## src/rtl/fpc_pkg.sv

```systemverilog
package fpc_pkg;

    typedef enum logic [1:0] {
        RQ_PAGE   = 2'd0,
        RQ_SECTOR = 2'd1,
        RQ_BLOCK  = 2'd2,
        RQ_CHIP   = 2'd3
    } req_size_e;

    typedef enum logic [1:0] {
        ST_IDLE  = 2'd0,
        ST_CHECK = 2'd1,
        ST_DONE  = 2'd2
    } fsm_state_e;

    typedef struct packed {
        logic [2:0] code;
        logic       top;
        logic       fine;
        logic       inv;
    } prot_cfg_t;

endpackage

```

## src/rtl/fpc_region.sv

```systemverilog
module fpc_region #(
    parameter int ADDR_W  = 24,
    parameter int FRAC_LG = 6,
    parameter int SECT_LG = 12,
    parameter int SEC_MAX = 4
) (
    input  logic                 clk,
    input  logic                 rst_n,
    input  fpc_pkg::prot_cfg_t   cfg,
    output logic [ADDR_W-1:0]    prot_lo,
    output logic [ADDR_W-1:0]    prot_hi,
    output logic                 prot_none
);
    localparam int SW = ADDR_W + 1;
    localparam logic [SW-1:0] ONE  = SW'(1);
    localparam logic [SW-1:0] FULL = ONE << ADDR_W;
    localparam int CAP_LG = SECT_LG + SEC_MAX - 1;

    logic [SW-1:0]     base_sz;
    logic              base_none;
    logic              base_full;
    logic [ADDR_W-1:0] lo_w;
    logic [ADDR_W-1:0] hi_w;
    logic              none_w;
    int                sh;
    int                k;

    // size of the anchored region before inversion
    always_comb begin
        k  = int'(cfg.code);
        sh = 0;
        if (cfg.code == 3'd0) begin
            base_sz = '0;
        end else if (cfg.fine) begin
            if (k > SEC_MAX) k = SEC_MAX;
            sh      = SECT_LG + k - 1;
            base_sz = ONE << sh;
        end else if (cfg.code == 3'd7) begin
            base_sz = FULL;
        end else begin
            sh      = ADDR_W - FRAC_LG + k - 1;
            base_sz = ONE << sh;
        end
    end

    assign base_none = (base_sz == '0);
    assign base_full = (base_sz == FULL);

    // anchor and inversion
    always_comb begin
        lo_w   = '0;
        hi_w   = '0;
        none_w = 1'b0;
        if (!cfg.inv) begin
            if (base_none) begin
                none_w = 1'b1;
            end else if (cfg.top) begin
                lo_w = ADDR_W'(FULL - base_sz);
                hi_w = ADDR_W'(FULL - ONE);
            end else begin
                hi_w = ADDR_W'(base_sz - ONE);
            end
        end else begin
            if (base_full) begin
                none_w = 1'b1;
            end else if (base_none) begin
                hi_w = ADDR_W'(FULL - ONE);
            end else if (cfg.top) begin
                hi_w = ADDR_W'(FULL - base_sz - ONE);
            end else begin
                lo_w = ADDR_W'(base_sz);
                hi_w = ADDR_W'(FULL - ONE);
            end
        end
    end

    always_ff @(posedge clk) begin
        if (!rst_n) begin
            prot_lo   <= '0;
            prot_hi   <= '0;
            prot_none <= 1'b1;
        end else begin
            prot_lo   <= lo_w;
            prot_hi   <= hi_w;
            prot_none <= none_w;
        end
    end

    AST_BOUNDS_ORDER: assert property (@(posedge clk) disable iff (!rst_n)
        !prot_none |-> (prot_lo <= prot_hi));

    AST_NONE_ZERO: assert property (@(posedge clk) disable iff (!rst_n)
        prot_none |-> (prot_lo == '0 && prot_hi == '0));

    AST_SEC_CAP: assert property (@(posedge clk) disable iff (!rst_n)
        ($past(cfg.fine && !cfg.inv) && !prot_none)
            |-> ((prot_hi - prot_lo) < (ADDR_W'(1) << CAP_LG)));

endmodule

```

## src/rtl/fpc_align.sv

```systemverilog
module fpc_align #(
    parameter int ADDR_W  = 24,
    parameter int PAGE_LG = 8,
    parameter int SECT_LG = 12,
    parameter int BLK_LG  = 16
) (
    input  logic [ADDR_W-1:0]   addr,
    input  fpc_pkg::req_size_e  size,
    output logic [ADDR_W-1:0]   rng_start,
    output logic [ADDR_W-1:0]   rng_end,
    output logic                is_chip
);
    localparam logic [ADDR_W-1:0] ONES = '1;

    logic [ADDR_W-1:0] mask;

    always_comb begin
        is_chip = 1'b0;
        unique case (size)
            fpc_pkg::RQ_PAGE:   mask = ONES << PAGE_LG;
            fpc_pkg::RQ_SECTOR: mask = ONES << SECT_LG;
            fpc_pkg::RQ_BLOCK:  mask = ONES << BLK_LG;
            default: begin
                mask    = '0;
                is_chip = 1'b1;
            end
        endcase
        rng_start = addr & mask;
        rng_end   = rng_start | ~mask;
    end

endmodule

```

## src/rtl/fpc_fsm.sv

```systemverilog
module fpc_fsm #(
    parameter int ADDR_W = 24
) (
    input  logic              clk,
    input  logic              rst_n,
    input  logic              req_valid,
    input  logic              req_chip,
    input  logic [ADDR_W-1:0] rng_start,
    input  logic [ADDR_W-1:0] rng_end,
    input  logic [ADDR_W-1:0] prot_lo,
    input  logic [ADDR_W-1:0] prot_hi,
    input  logic              prot_none,
    output logic              req_ready,
    output logic              resp_valid,
    output logic              resp_allow
);
    import fpc_pkg::*;

    fsm_state_e        state_q, state_d;
    logic [ADDR_W-1:0] start_q, end_q;
    logic              chip_q;
    logic              allow_q;
    logic              hit;

    always_ff @(posedge clk) begin
        if (!rst_n) state_q <= ST_IDLE;
        else        state_q <= state_d;
    end

    always_comb begin
        state_d = state_q;
        unique case (state_q)
            ST_IDLE:  if (req_valid) state_d = ST_CHECK;
            ST_CHECK: state_d = ST_DONE;
            ST_DONE:  state_d = ST_IDLE;
            default:  state_d = ST_IDLE;
        endcase
    end

    assign hit = !prot_none && (start_q <= prot_hi) && (end_q >= prot_lo);

    always_ff @(posedge clk) begin
        if (!rst_n) begin
            start_q <= '0;
            end_q   <= '0;
            chip_q  <= 1'b0;
            allow_q <= 1'b0;
        end else begin
            if (state_q == ST_IDLE && req_valid) begin
                start_q <= rng_start;
                end_q   <= rng_end;
                chip_q  <= req_chip;
            end
            if (state_q == ST_CHECK) allow_q <= !hit;
        end
    end

    always_comb begin
        req_ready  = (state_q == ST_IDLE);
        resp_valid = (state_q == ST_DONE);
        resp_allow = (state_q == ST_DONE) && allow_q;
    end

    AST_RESP_PULSE: assert property (@(posedge clk) disable iff (!rst_n)
        resp_valid |=> !resp_valid);

    AST_BUSY_AFTER_TAKE: assert property (@(posedge clk) disable iff (!rst_n)
        (req_valid && req_ready) |=> !req_ready);

    AST_EMPTY_ALLOW: assert property (@(posedge clk) disable iff (!rst_n)
        (state_q == ST_CHECK && prot_none) |=> resp_allow);

    AST_FULL_DENY: assert property (@(posedge clk) disable iff (!rst_n)
        (state_q == ST_CHECK && !prot_none && prot_lo == '0 && (&prot_hi))
            |=> (resp_valid && !resp_allow));

    AST_CHIP_GUARD: assert property (@(posedge clk) disable iff (!rst_n)
        (state_q == ST_CHECK && chip_q && !prot_none) |=> !resp_allow);

endmodule

```

## src/rtl/fpc_guard.sv

```systemverilog
module fpc_guard #(
    parameter int ADDR_W  = 24,
    parameter int FRAC_LG = 6,
    parameter int PAGE_LG = 8,
    parameter int SECT_LG = 12,
    parameter int BLK_LG  = 16,
    parameter int SEC_MAX = 4
) (
    input  logic              clk,
    input  logic              rst_n,
    input  logic [2:0]        cfg_bp,
    input  logic              cfg_tb,
    input  logic              cfg_sec,
    input  logic              cfg_cmp,
    input  logic              req_valid,
    input  logic [ADDR_W-1:0] req_addr,
    input  logic [1:0]        req_size,
    output logic              req_ready,
    output logic              resp_valid,
    output logic              resp_allow,
    output logic [ADDR_W-1:0] prot_lo,
    output logic [ADDR_W-1:0] prot_hi,
    output logic              prot_none
);
    import fpc_pkg::*;

    prot_cfg_t         cfg;
    logic [ADDR_W-1:0] rng_start, rng_end;
    logic              is_chip;

    assign cfg = '{code: cfg_bp, top: cfg_tb, fine: cfg_sec, inv: cfg_cmp};

    fpc_region #(
        .ADDR_W(ADDR_W), .FRAC_LG(FRAC_LG), .SECT_LG(SECT_LG), .SEC_MAX(SEC_MAX)
    ) region_i (
        .clk(clk), .rst_n(rst_n), .cfg(cfg),
        .prot_lo(prot_lo), .prot_hi(prot_hi), .prot_none(prot_none)
    );

    fpc_align #(
        .ADDR_W(ADDR_W), .PAGE_LG(PAGE_LG), .SECT_LG(SECT_LG), .BLK_LG(BLK_LG)
    ) align_i (
        .addr(req_addr), .size(req_size_e'(req_size)),
        .rng_start(rng_start), .rng_end(rng_end), .is_chip(is_chip)
    );

    fpc_fsm #(.ADDR_W(ADDR_W)) fsm_i (
        .clk(clk), .rst_n(rst_n), .req_valid(req_valid), .req_chip(is_chip),
        .rng_start(rng_start), .rng_end(rng_end),
        .prot_lo(prot_lo), .prot_hi(prot_hi), .prot_none(prot_none),
        .req_ready(req_ready), .resp_valid(resp_valid), .resp_allow(resp_allow)
    );

    AST_RESET_IDLE: assert property (@(posedge clk)
        !rst_n |=> (req_ready && !resp_valid && prot_none));

endmodule

```

## config.mk

```make
export PLATFORM = sky130hd
export DESIGN_NAME = fpc_guard
export DESIGN_NICKNAME = d
export VERILOG_FILES = /design/src/rtl/fpc_pkg.sv /design/src/rtl/fpc_region.sv /design/src/rtl/fpc_align.sv /design/src/rtl/fpc_fsm.sv /design/src/rtl/fpc_guard.sv
export SDC_FILE = /design/constraint.sdc
export NUM_CORES = 1
export LEC_CHECK = 0
export BUFFER_PORTS_ARGS = -buffer_cell sky130_fd_sc_hd__buf_2
export CAP_MARGIN = 20
export CORE_AREA = 2 2 125 127
export CTS_BUF_LIST = sky130_fd_sc_hd__clkbuf_8
export CTS_CLUSTER_SIZE = 12
export DETAILED_ROUTE_END_ITERATION = 8
export DIE_AREA = 0 0 127 129
export HOLD_SLACK_MARGIN = 0.03
export PLACE_DENSITY = 0.68
export SLEW_MARGIN = 40
export SYNTH_ARGS = -nofsm -noshare
export SYNTH_HDL_FRONTEND = slang
export SYNTH_HIERARCHICAL = 1
export SYNTH_SLANG_ARGS = --single-unit
```

## constraint.sdc

```tcl
create_clock -name clk -period 7.7 [get_ports clk]
set_input_delay 1.155 -clock clk [delete_from_list [all_inputs] [get_ports clk]]
set_output_delay 1.155 -clock clk [all_outputs]
set_load 0.05 [all_outputs]
```

* Word-level counts from Yosys, hierarchy flattened
Cells that the tools add are included.
** Storage, ports and cells
- Register bits after elaboration :: 100
- Input bits :: 35
** Cells by class
- Add/subtract/negate cells :: 7
- $lt $le $gt $ge :: 3
- Equal/unequal tests :: 7
- Shifts and indexed selects :: 2
- Multiplexer cells :: 24
- Bitwise operators :: 3
- Reduce and logical (&&, ||, !) cells :: 10
** Operators by type and width (count)
- $mux W24 :: 12
- $mux W25 :: 3
- $pmux W24 S3 :: 1
- $mux W32 :: 2
- $shl A1 B32 Y25 const A :: 2
- $sub A32 B2 Y32 const B :: 2
- $sub A24 B1 Y24 const B :: 2
- $add A5 B32 Y32 const A :: 1
- $eq A25 B25 Y1 const B :: 1
- $logic_not A25 Y1 :: 1
- $and A24 B24 Y24 :: 1
- $ge A24 B24 Y1 :: 1
- $le A24 B24 Y1 :: 1
- $not A24 Y24 :: 1
- $or A24 B24 Y24 :: 1
- $sub A1 B24 Y24 const A :: 1
- $add A5 B3 Y6 const A :: 1
- $eq A2 B1 Y1 const B :: 2
- $eq A2 B2 Y1 const B :: 2
- $logic_and A1 B1 Y1 :: 4
- $logic_not A2 Y1 :: 2
- $pmux W2 S2 :: 1
- $eq A3 B3 Y1 const B :: 1
- $gt A3 B3 Y1 const B :: 1
- 6 further kinds :: 9

* Depth between registers and ports, before layout
Gate-level depths: netlist of run 1.
- Depth in word-level cells :: 15
- Mapped depth :: 14
- Gate-level depth less buffers :: 10

* Modules after synthesis
Netlist of run 1, hierarchy kept.
** Modules (own cells, without submodules)
- fpc_fsm :: instances 1, cells an instance 386, area an instance 3060.4 µm²
- fpc_region :: instances 1, cells an instance 290, area an instance 2498.6 µm²
- fpc_align :: instances 1, cells an instance 56, area an instance 390.4 µm²

* Worst setup path before layout of run 1
OpenSTA, ideal clock, no wires.
- Kind :: input port to flip-flop
- Start :: input port cfg_bp[2]
- End :: register region_i.prot_lo[16]
- Library setup time :: 0.074 ns
- Arrival :: 3.747 ns
- Required time :: 7.626 ns
- Slack :: 3.879 ns
- Cell stages on the path :: 14
- Buffers on the path :: 6
- Path through :: buf_2 clkbuf_1 buf_1 nor2_1 ha_1 clkbuf_1 nor2_1 nand3_2 a211oi_4 o21ai_2 or2_1 buf_2 buf_6 o22ai_2
** On the way
- Word-level cells in the longest chain between the ends :: 13
** RTL lines
- from (decl) :: RTL line fpc_guard.sv:11 : input logic [2:0] cfg_bp,
- $gt A3 B3 Y1 :: RTL line fpc_region.sv:35 : if (k > SEC_MAX) k = SEC_MAX;
- $mux W3 :: RTL line fpc_region.sv:35
- $mux W32 :: RTL line fpc_region.sv:34 : end else if (cfg.fine) begin
- $mux W32 :: RTL line fpc_region.sv:32 : if (cfg.code == 3'd0) begin
- $add A5 B32 Y32 :: RTL line fpc_region.sv:36 : sh = SECT_LG + k - 1;
- $sub A32 B2 Y32 :: RTL line fpc_region.sv:36
- $shl A1 B32 Y25 :: RTL line fpc_region.sv:37 : base_sz = ONE << sh;
- $mux W25 :: RTL line fpc_region.sv:34
- $mux W25 (*) :: RTL line fpc_region.sv:32
- $sub A1 B24 Y24, or another cell as far along :: RTL line fpc_region.sv:58 : lo_w = ADDR_W'(FULL - base_sz);
- $mux W24, on equally long branches :: RTL line fpc_region.sv:57, fpc_region.sv:66
- $mux W24, on equally long branches :: RTL line fpc_region.sv:55, fpc_region.sv:64
- $mux W24 (*) :: RTL line fpc_region.sv:54 : if (!cfg.inv) begin
- to (signal assigned) :: RTL line fpc_region.sv:83 : prot_lo <= lo_w;
- to (decl) :: RTL line fpc_region.sv:10 : output logic [ADDR_W-1:0] prot_lo,
Mark *: on every way between the ends. The rest lies on a longest branch, timed or not. The select of a mux whose other input is x is not followed.
A chain may end at the register's enable or synchronous reset.

* Worst setup path in the final report of run 1
- Start :: input port cfg_bp[1]
- End :: register region_i.prot_hi[15]
** On the way
- Word-level cells in the longest chain between the ends :: 15
** RTL lines
- $gt A3 B3 Y1 :: RTL line fpc_region.sv:35
- $mux W3 :: RTL line fpc_region.sv:35
- $mux W32 :: RTL line fpc_region.sv:34
- $mux W32 :: RTL line fpc_region.sv:32
- $add A5 B32 Y32 :: RTL line fpc_region.sv:36
- $sub A32 B2 Y32 :: RTL line fpc_region.sv:36
- $shl A1 B32 Y25 :: RTL line fpc_region.sv:37
- $mux W25 :: RTL line fpc_region.sv:34
- $mux W25 (*) :: RTL line fpc_region.sv:32
- $sub A1 B24 Y24 :: RTL line fpc_region.sv:69 : hi_w = ADDR_W'(FULL - base_sz - ONE);
- $sub A24 B1 Y24 :: RTL line fpc_region.sv:69
- $mux W24 :: RTL line fpc_region.sv:68 : end else if (cfg.top) begin
- $mux W24 :: RTL line fpc_region.sv:66 : end else if (base_none) begin
- $mux W24 :: RTL line fpc_region.sv:64 : if (base_full) begin
- $mux W24 (*) :: RTL line fpc_region.sv:54
- to (signal assigned) :: RTL line fpc_region.sv:84 : prot_hi <= hi_w;
- to (decl) :: RTL line fpc_region.sv:11 : output logic [ADDR_W-1:0] prot_hi,
Marks and branches as above.

==> results of run 1 <==
cells in the final DEF, fill, tap and decap left out, types with 3 or more instances in the layout:
master / count
or2_1: 4
clkbuf_8: 9
o21ai_1: 8
buf_2: 77
a211oi_1: 6
inv_1: 56
nand2b_1: 9
nor3_1: 6
a211oi_2: 3
o211ai_1: 3
dfxtp_1: 100
conb_1: 23
o22ai_1: 6
buf_4: 3
o21ai_2: 3
and2_1: 6
o22ai_2: 9
nand2_1: 125
nor3b_1: 6
a21oi_1: 32
a31oi_1: 7
a21boi_0: 56
nor2_1: 23
o211a_1: 3
and3_1: 4
or2_2: 4
nor2b_1: 15
a21o_1: 13
o21a_1: 3
o21ai_0: 31
or3_1: 7
nor3_2: 3
nand3_1: 11
xnor2_1: 5
ha_1: 51
nand4_1: 9
stage by stage:
step | hold slack, ns | area (um^2)
2_1_floorplan | 0.443 | 6010
3_3_place_gp | 0.456 | 6320
3_5_place_dp | 0.464 | 6320
4_1_cts | 0.480 | 6500
5_1_grt | 0.493 | 6500
6_report | 0.474 | 6500
per-layer routing:
layer	vias up	wire length, um	global-route usage	part of all wire
met2	189	7120	0.309	0.45
met1	2317	7370	0.283	0.46
li1	2583	-	-	-
met4	0	388	0.0672	0.024
met3	27	1040	0.0378	0.065
met5	-	0	0	0
final timing paths:
path | start | endpoint | slack [ns] | cells past startpoint
setup reg to reg | region_i/prot_lo[13] | fsm_i/allow_q | 5.67 | 8
setup / recovery | cfg_bp[1] | region_i/prot_hi[15] | 3.85 | 10
hold / removal | fsm_i/end_q[3] | fsm_i/end_q[3] | 0.47 | 2
hold reg to reg | fsm_i/end_q[3] | fsm_i/end_q[3] | 0.47 | 2
critical path, delay by kind of cell:
kind	cells	cell delay [ns]
buf+inv	1	0.19
compound gates	2	0.96
fa+ha+maj	1	0.40
simple gates	6	1.40
sequential cells by signal (all words and copies together), names as in the netlist:
name and cells:
fsm_i/state_q 2, region_i/prot_hi 24, region_i/prot_none 1, fsm_i/end_q 24, fsm_i/allow_q 1, region_i/prot_lo 24
fsm_i/start_q 24
layout make-up:
cell class / count / area [um^2] / share of cell area
repair buffers: 80 / 408 / 0.0627
inverters: 57 / 216 / 0.0333
multi-input cells: 532 / 3460 / 0.532
flip-flops and latches: 100 / 2000 / 0.308
clock inverters: 7 / 57.6 / 0.00885
clock buffers: 9 / 124 / 0.0190
well taps: 188 / 235 / 0.0362
where the power goes:
part / total, uW / internal, uW / switching [uW]
Clock: 317 / 122 / 195
Sequential: 580 / 555 / 24.4
Combinational: 337 / 105 / 232
==> out/qor.csv, run 1 <==
stage;metric;value;unit
placed_design;Placed Cells;957;
critical_path;startpoint types;primary input;
clocking;# Post-CTS Setup Buffers;0;
sta;final setup violating endpoints;0;
synthesis;Yosys Warn Count;6;
grt;GRT Total Usage;0.201;
clocking;CTS clk-pin slew, worst paths;0.10;ns
pwr;Max IR drop VDD;0.0000983;V
finish;fill count;1544;
critical_path;worst-path fanout max;17;
grt;grt total ovfl;0;
floorplanning;I/O pin count;87;
placed_design;Detailed Place HPWL;12.1;mm
floorplanning;Core Region;15000;um^2
synthesis;Cells after Synth;731;
grt;initial antenna violation count;0;
floorplanning;num rows;45;
pwr;static leakage;0.00283;uW
placed_design;Placer Congestion;0.947;
sta;total negative setup slack;0;ns
placed_design;pre-CTS setup slack;3.54;ns
hold_path;Worst Hold Class;reg -> reg;
floorplanning;die width;127;um
clocking;clock tree sinks;100;
grt;first-pass GRT wire length;25.5;mm
floorplanning;Die Y;129;um
finish;area growth from synthesis to layout;9.45;%
grt;pin count of the biggest net entering global routing;58;
synthesis;Syn Std Cell Area;5940;um^2
sta;clock skew;0.0142;ns
sta;Slew @ Worst Pin;0.765;ns
clocking;CTS Buf Count;9;
route;drt via density;5.26;
finish;fin cells;973;
sta;worst setup margin;3.85;ns
critical_path;CP endpoint kind;flip-flop;
pwr;Total Power;1230;uW
route;number of remaining DRC errors;0;
route;DR vias;5116;
status;status;complete, no violations;
pwr;pwr/cell area;190;nW/um^2
placed_design;PortBufs;78;
sta;Final min period;3.85;ns
clocking;Bufs on Longest Clock Path;2;
critical_path;WP data required;7.96;ns
finish;final core occ;0.434;
sta;Relative slew margins;0.488;
finish;n_diodes;0;
clocking;CTS H-tree depth;3;
run;Max-Cap Viols;0;
clocking;# hold bufs at CTS;0;
sta;Tcrit/Tclk final;0.500;
floorplanning;Starting Density;0.397;
critical_path;delay of the slowest critical-path stage;0.64;ns
sta;FMAX;260;MHz
clocking;post-cts sizing count;0;
finish;share of post-route cells with drive strength above 1;0.166;
route;WL final;15.9;mm
route;Post-DRT Antenna Nets;0;
clocking;Root Driver;clkbuf_8;
route;initial DRC count;479;
critical_path;Critical-path top delay cell;a31oi_1;
sta;final hold vios;0;
critical_path;critical path class;in -> reg;
floorplanning;DIE AREA;16400;um^2
sta;Final Max Slew Viols;0;
sta;unrepaired setup endpoints after global routing;no;
clocking;CTS tree;yes;
grt;number of global-route vias before repair;4607;
critical_path;CP cell instances;buf_2 > nor2_1 > nor2_1 > ha_1 > nor2_1 > nand3_2 > a31oi_1 > or2_1 > nand2b_1 > o32a_1;
critical_path;most frequent CP cell;nor2_1;
route;drt wl/cell;16.4;um
clocking;Clk Latency, worst-skew pair;0.38;ns
route;1st-pass router iterations;5;
finish;nets;866;
synthesis;Avg Cell Area, Syn;8.13;um^2
critical_path;Arrival @ worst endpoint;4.11;ns
(Power assumes the default switching activity.)
==> run 2, diff against run 1 <==
==> constraint.sdc (replaced) <==
create_clock -name clk -period 3.7 [get_ports clk]
set_input_delay 0.555 -clock clk [delete_from_list [all_inputs] [get_ports clk]]
set_output_delay 0.555 -clock clk [all_outputs]
set_load 0.05 [all_outputs]
==> out/qor.csv, run 2 (same netlist as run 1, synthesis figures left out) <==
stage;metric;value;unit
status;status;complete, no violations;
floorplanning;Core Region;15000;um^2
placed_design;Placer Congestion;0.991;
sta;worst setup margin;0.796;ns
finish;final core occ;0.442;
sta;FMAX;344;MHz
critical_path;crit path buf inv count;1;
sta;final hold vios;0;
finish;share of post-route cells with drive strength above 1;0.174;
floorplanning;die width;127;um
run;Max-Cap Viols;0;
critical_path;CP endpoint kind;flip-flop;
critical_path;cell family with most CP delay;simple AND/OR/NAND/NOR gates;
sta;clock skew;0.0127;ns
route;DR vias;5184;
pwr;pwr/cell area;408;nW/um^2
critical_path;Critical-path top delay cell;or2_1;
clocking;# Post-CTS Setup Buffers;0;
clocking;Root Driver;clkbuf_8;
critical_path;critical path class;in -> reg;
finish;fin area;6620;um^2
clocking;clock tree sinks;100;
grt;initial antenna violation count;0;
sta;Tcrit/Tclk final;0.785;
clocking;Clk Latency, worst-skew pair;0.37;ns
critical_path;WP data required;3.97;ns
clocking;CTS H-tree depth;3;
grt;first-pass GRT wire length;25.2;mm
critical_path;delay of the slowest critical-path stage;0.48;ns
floorplanning;DIE AREA;16400;um^2
finish;n_diodes;0;
pwr;Max IR drop VDD;0.000193;V
floorplanning;Die Y;129;um
clocking;# hold bufs at CTS;0;
clocking;CTS Buf Count;9;
sta;total negative setup slack;0;ns
route;WL final;16.2;mm
sta;unrepaired setup endpoints after global routing;no;
route;drt wl/cell;16.5;um
placed_design;pre-CTS setup slack;0.474;ns
route;number of remaining DRC errors;0;
grt;GRT Total Usage;0.197;
sta;Final Max Slew Viols;0;
critical_path;most frequent CP cell;nor2_1;
pwr;static leakage;0.00291;uW
route;initial DRC count;387;
finish;commonest non-fill, non-tap cells in the layout;nand2_1 (125), dfxtp_1 (100), buf_2 (78);
sta;final setup violating endpoints;0;
grt;grt total ovfl;0;
placed_design;placed inst area;6390;um^2
critical_path;CP cell instances;buf_2 > nor2_1 > nor2_1 > ha_1 > nor2_1 > nand3_2 > a211oi_4 > o21ai_2 > or2_1 > o32ai_2;
floorplanning;I/O pin count;87;
clocking;Bufs on Longest Clock Path;2;
finish;area growth from synthesis to layout;11.3;%
route;Post-DRT Antenna Nets;0;
placed_design;Detailed Place HPWL;12.3;mm
sta;Relative slew margins;0.542;
critical_path;worst-path fanout max;17;
critical_path;startpoint types;primary input;
placed_design;PortBufs;78;
hold_path;Worst Hold Class;in -> reg;
route;drt via density;5.27;
clocking;CTS clk-pin slew, worst paths;0.09;ns
sta;Slew @ Worst Pin;0.686;ns
route;1st-pass router iterations;7;
clocking;post-cts sizing count;0;
finish;fill count;1521;
finish;nets;876;
floorplanning;Starting Density;0.397;
critical_path;Arrival @ worst endpoint;3.18;ns
clocking;CTS tree;yes;
floorplanning;num rows;45;
grt;number of global-route vias before repair;4658;
sta;Final min period;2.90;ns
grt;pin count of the biggest net entering global routing;54;
finish;most common cell after layout, fill and taps aside;nand2_1;
run 2: through the flow:
| step | std cells | total power (uW) | hold WS [ns] |
|---|---|---|---|
| finish | 983 | 2700 | 0.440 |
| global route | 983 | 2840 | 0.441 |
| CTS | 983 | 2710 | 0.432 |
| detailed placement | 967 | 1930 | 0.458 |
| global placement | 967 | 1920 | 0.453 |
| floorplan | 750 | 1760 | 0.443 |
run 2: path summary, 6_finish.rpt:
path                               end  cells past startpoint            startpoint  slack [ns]
hold / removal        fsm_i/state_q[0]                      2             req_valid        0.44
setup / recovery  region_i/prot_lo[15]                     10             cfg_bp[1]        0.80
setup reg to reg         fsm_i/allow_q                      8  region_i/prot_lo[11]        1.65
hold reg to reg         fsm_i/end_q[0]                      2        fsm_i/end_q[0]        0.47
run 2: layout make-up:
cell class              count  area (um^2)  area share
multi-input cells         532         3460       0.523
well taps                 188          235      0.0355
clock inverters             6         86.3      0.0130
repair buffers             90          480      0.0726
clock buffers              10          138      0.0208
inverters                  57          216      0.0327
flip-flops and latches    100         2000       0.303
run 2: report_power, final:
part / switching [uW] / internal (uW)
sequential: 52.8 / 1160
clock: 382 / 400
combinational: 485 / 226
run 2: metal layers:
metal	global-route usage	wire length, um
met5	0	0
met4	0.0588	367
met3	0.0324	952
met2	0.318	7330
met1	0.273	7590
==> run 3, diff against run 2 <==
--- a/config.mk
+++ b/config.mk
@@ -13,7 +13,7 @@
 export DETAILED_ROUTE_END_ITERATION = 8
 export DIE_AREA = 0 0 127 129
 export HOLD_SLACK_MARGIN = 0.03
-export PLACE_DENSITY = 0.68
+export PLACE_DENSITY = 0.7
 export SLEW_MARGIN = 40
 export SYNTH_ARGS = -nofsm -noshare
 export SYNTH_HDL_FRONTEND = slang
==> constraint.sdc (replaced) <==
create_clock -name clk -period 2.6 [get_ports clk]
set_input_delay 0.39 -clock clk [delete_from_list [all_inputs] [get_ports clk]]
set_output_delay 0.39 -clock clk [all_outputs]
set_load 0.05 [all_outputs]
==> out/qor.csv, run 3 (same netlist as run 1, synthesis figures left out) <==
stage;metric;value;unit
status;status;complete, but fails checks;
status;failing checks;DRC;
hold_path;Worst Hold Class;in -> reg;
run;Max-Cap Viols;0;
floorplanning;Die Y;129;um
finish;Multi-input gate area;3480;um^2
clocking;# Post-CTS Setup Buffers;0;
sta;total negative setup slack;0;ns
critical_path;Arrival @ worst endpoint;2.43;ns
critical_path;R2R Path End;fsm_i/allow_q;
floorplanning;I/O pin count;87;
route;initial DRC count;488;
sta;final hold vios;0;
route;WL final;16.4;mm
placed_design;Placed Cells;990;
grt;GRT Total Usage;0.200;
hold_path;worst hold endpoint;fsm_i/state_q[0];
sta;Slew @ Worst Pin;0.657;ns
sta;Final Max Slew Viols;0;
critical_path;CP cell instances;inv_1 > ha_1 > nand2_1 > o21ai_0 > a41oi_1 > or4_1 > a21oi_1 > o211ai_1;
critical_path;r2r setup slk;0.43;ns
placed_design;PortBufs;78;
floorplanning;DIE AREA;16400;um^2
finish;fin cells;1005;
sta;Tcrit/Tclk final;0.834;
finish;share of post-route cells with drive strength above 1;0.202;
clocking;# hold bufs at CTS;0;
finish;sequential cell area;2000;um^2
clocking;Root Driver;clkbuf_8;
finish;fill count;1525;
hold_path;Worst Hold Depth;2;
pwr;Max IR drop VDD;0.000291;V
grt;first-pass GRT wire length;25.4;mm
critical_path;worst-path fanout max;3;
finish;nets;899;
sta;Relative slew margins;0.557;
pwr;pwr/cell area;543;nW/um^2
floorplanning;Starting Density;0.397;
sta;FMAX;461;MHz
clocking;CTS Buf Count;9;
floorplanning;Core Region;15000;um^2
finish;n_diodes;0;
critical_path;WP data required;2.86;ns
floorplanning;num rows;45;
route;DR vias;5244;
finish;most common cell after layout, fill and taps aside;nand2_1;
sta;final setup violating endpoints;0;
critical_path;startpoint types;flip-flop;
critical_path;Critical-path top delay cell;or4_1;
grt;pin count of the biggest net entering global routing;49;
clocking;CTS clk-pin slew, worst paths;0.09;ns
clocking;post-cts sizing count;0;
finish;commonest non-fill, non-tap cells in the layout;nand2_1 (124), dfxtp_1 (100), buf_2 (78);
route;number of remaining DRC errors;1;
sta;Final min period;2.17;ns
route;drt wl/cell;16.3;um
clocking;CTS H-tree depth;3;
critical_path;worst r2r path cells;8;
clocking;CTS tree;yes;
pwr;Total Power;3680;uW
finish;area growth from synthesis to layout;14.0;%
sta;hold slack;0.256;ns
route;1st-pass router iterations;7;
hold_path;min-delay src;req_valid;
critical_path;CP endpoint kind;flip-flop;
clocking;clock tree sinks;100;
clocking;Bufs on Longest Clock Path;2;
floorplanning;die width;127;um
clocking;Clk Latency, worst-skew pair;0.38;ns
route;drt via density;5.22;
critical_path;Crit Reg-Reg Startpoint;region_i/prot_lo[11];
grt;number of global-route vias before repair;4865;
route;Post-DRT Antenna Nets;0;
pwr;static leakage;0.00300;uW
grt;initial antenna violation count;0;
sta;clock skew;0.00873;ns
critical_path;critical path class;reg -> reg;
sta;unrepaired setup endpoints after global routing;no;
grt;grt total ovfl;0;
critical_path;delay of the slowest critical-path stage;0.44;ns
placed_design;Detailed Place HPWL;12.6;mm
critical_path;crit path launch;region_i/prot_lo[11];
placed_design;Placer Congestion;0.952;
## run 3: cell count changes in the layout (fill, tap and decap cells not counted), moves of 2 or more
cell	previous run	this run
nor2_1	23	20
nor2_2	0	2
buf_4	12	34
clkinvlp_4	0	2
bufinv_16	2	0
## run 3: worst max path at each step
stage	slack, ns	depth (start not counted)	endpoint
floorplan	0.008	13	region_i/prot_lo[16]
global placement	0.10	11	region_i/prot_hi[23]
detailed placement	0.04	12	region_i/prot_hi[5]
CTS	0.43	8	fsm_i/allow_q
global route	0.28	12	region_i/prot_hi[5]
finish	0.43	8	fsm_i/allow_q
## run 3: metrics by stage
| stage | instance area [um^2] | util | worst slack (ns) |
|---|---|---|---|
| 6_report | 6780 | 0.452 | 0.432 |
| 5_1_grt | 6780 | 0.452 | 0.284 |
| 3_5_place_dp | 6600 | 0.441 | 0.0444 |
| 2_1_floorplan | 6080 | - | 0.00833 |
| 3_3_place_gp | 6600 | 0.441 | 0.103 |
| 4_1_cts | 6780 | 0.452 | 0.429 |
## run 3: metal layers
metal,GRT usage,part of all wire,vias up
li1,-,-,2635
met1,0.269,0.47,2422
met2,0.323,0.46,157
met3,0.0383,0.049,30
met4,0.0679,0.025,0
met5,0,0,-
## run 3: cell type report
class / instances / share of cell area
flip-flops and latches: 100 / 0.295
inverters: 57 / 0.0319
clock buffers: 10 / 0.0203
clock inverters: 5 / 0.00554
multi-input cells: 532 / 0.514
well taps: 188 / 0.0347
repair buffers: 113 / 0.0982
## run 3: critical path: cells and delay by family (launching register included)
kind / cells / cell delay (ns)
buffers and inverters: 1 / 0.07
flip-flops: 1 / 0.36
AND/OR/NAND/NOR: 2 / 0.50
AO/OA/AOI/OAI: 4 / 0.82
adder cells (fa/ha/maj): 1 / 0.31
## run 3: power by group
part / internal (uW) / switching (uW) / total [uW]
combinational: 352 / 700 / 1050
sequential: 1640 / 76.2 / 1720
clock: 372 / 537 / 909
total: 2370 / 1310 / 3680
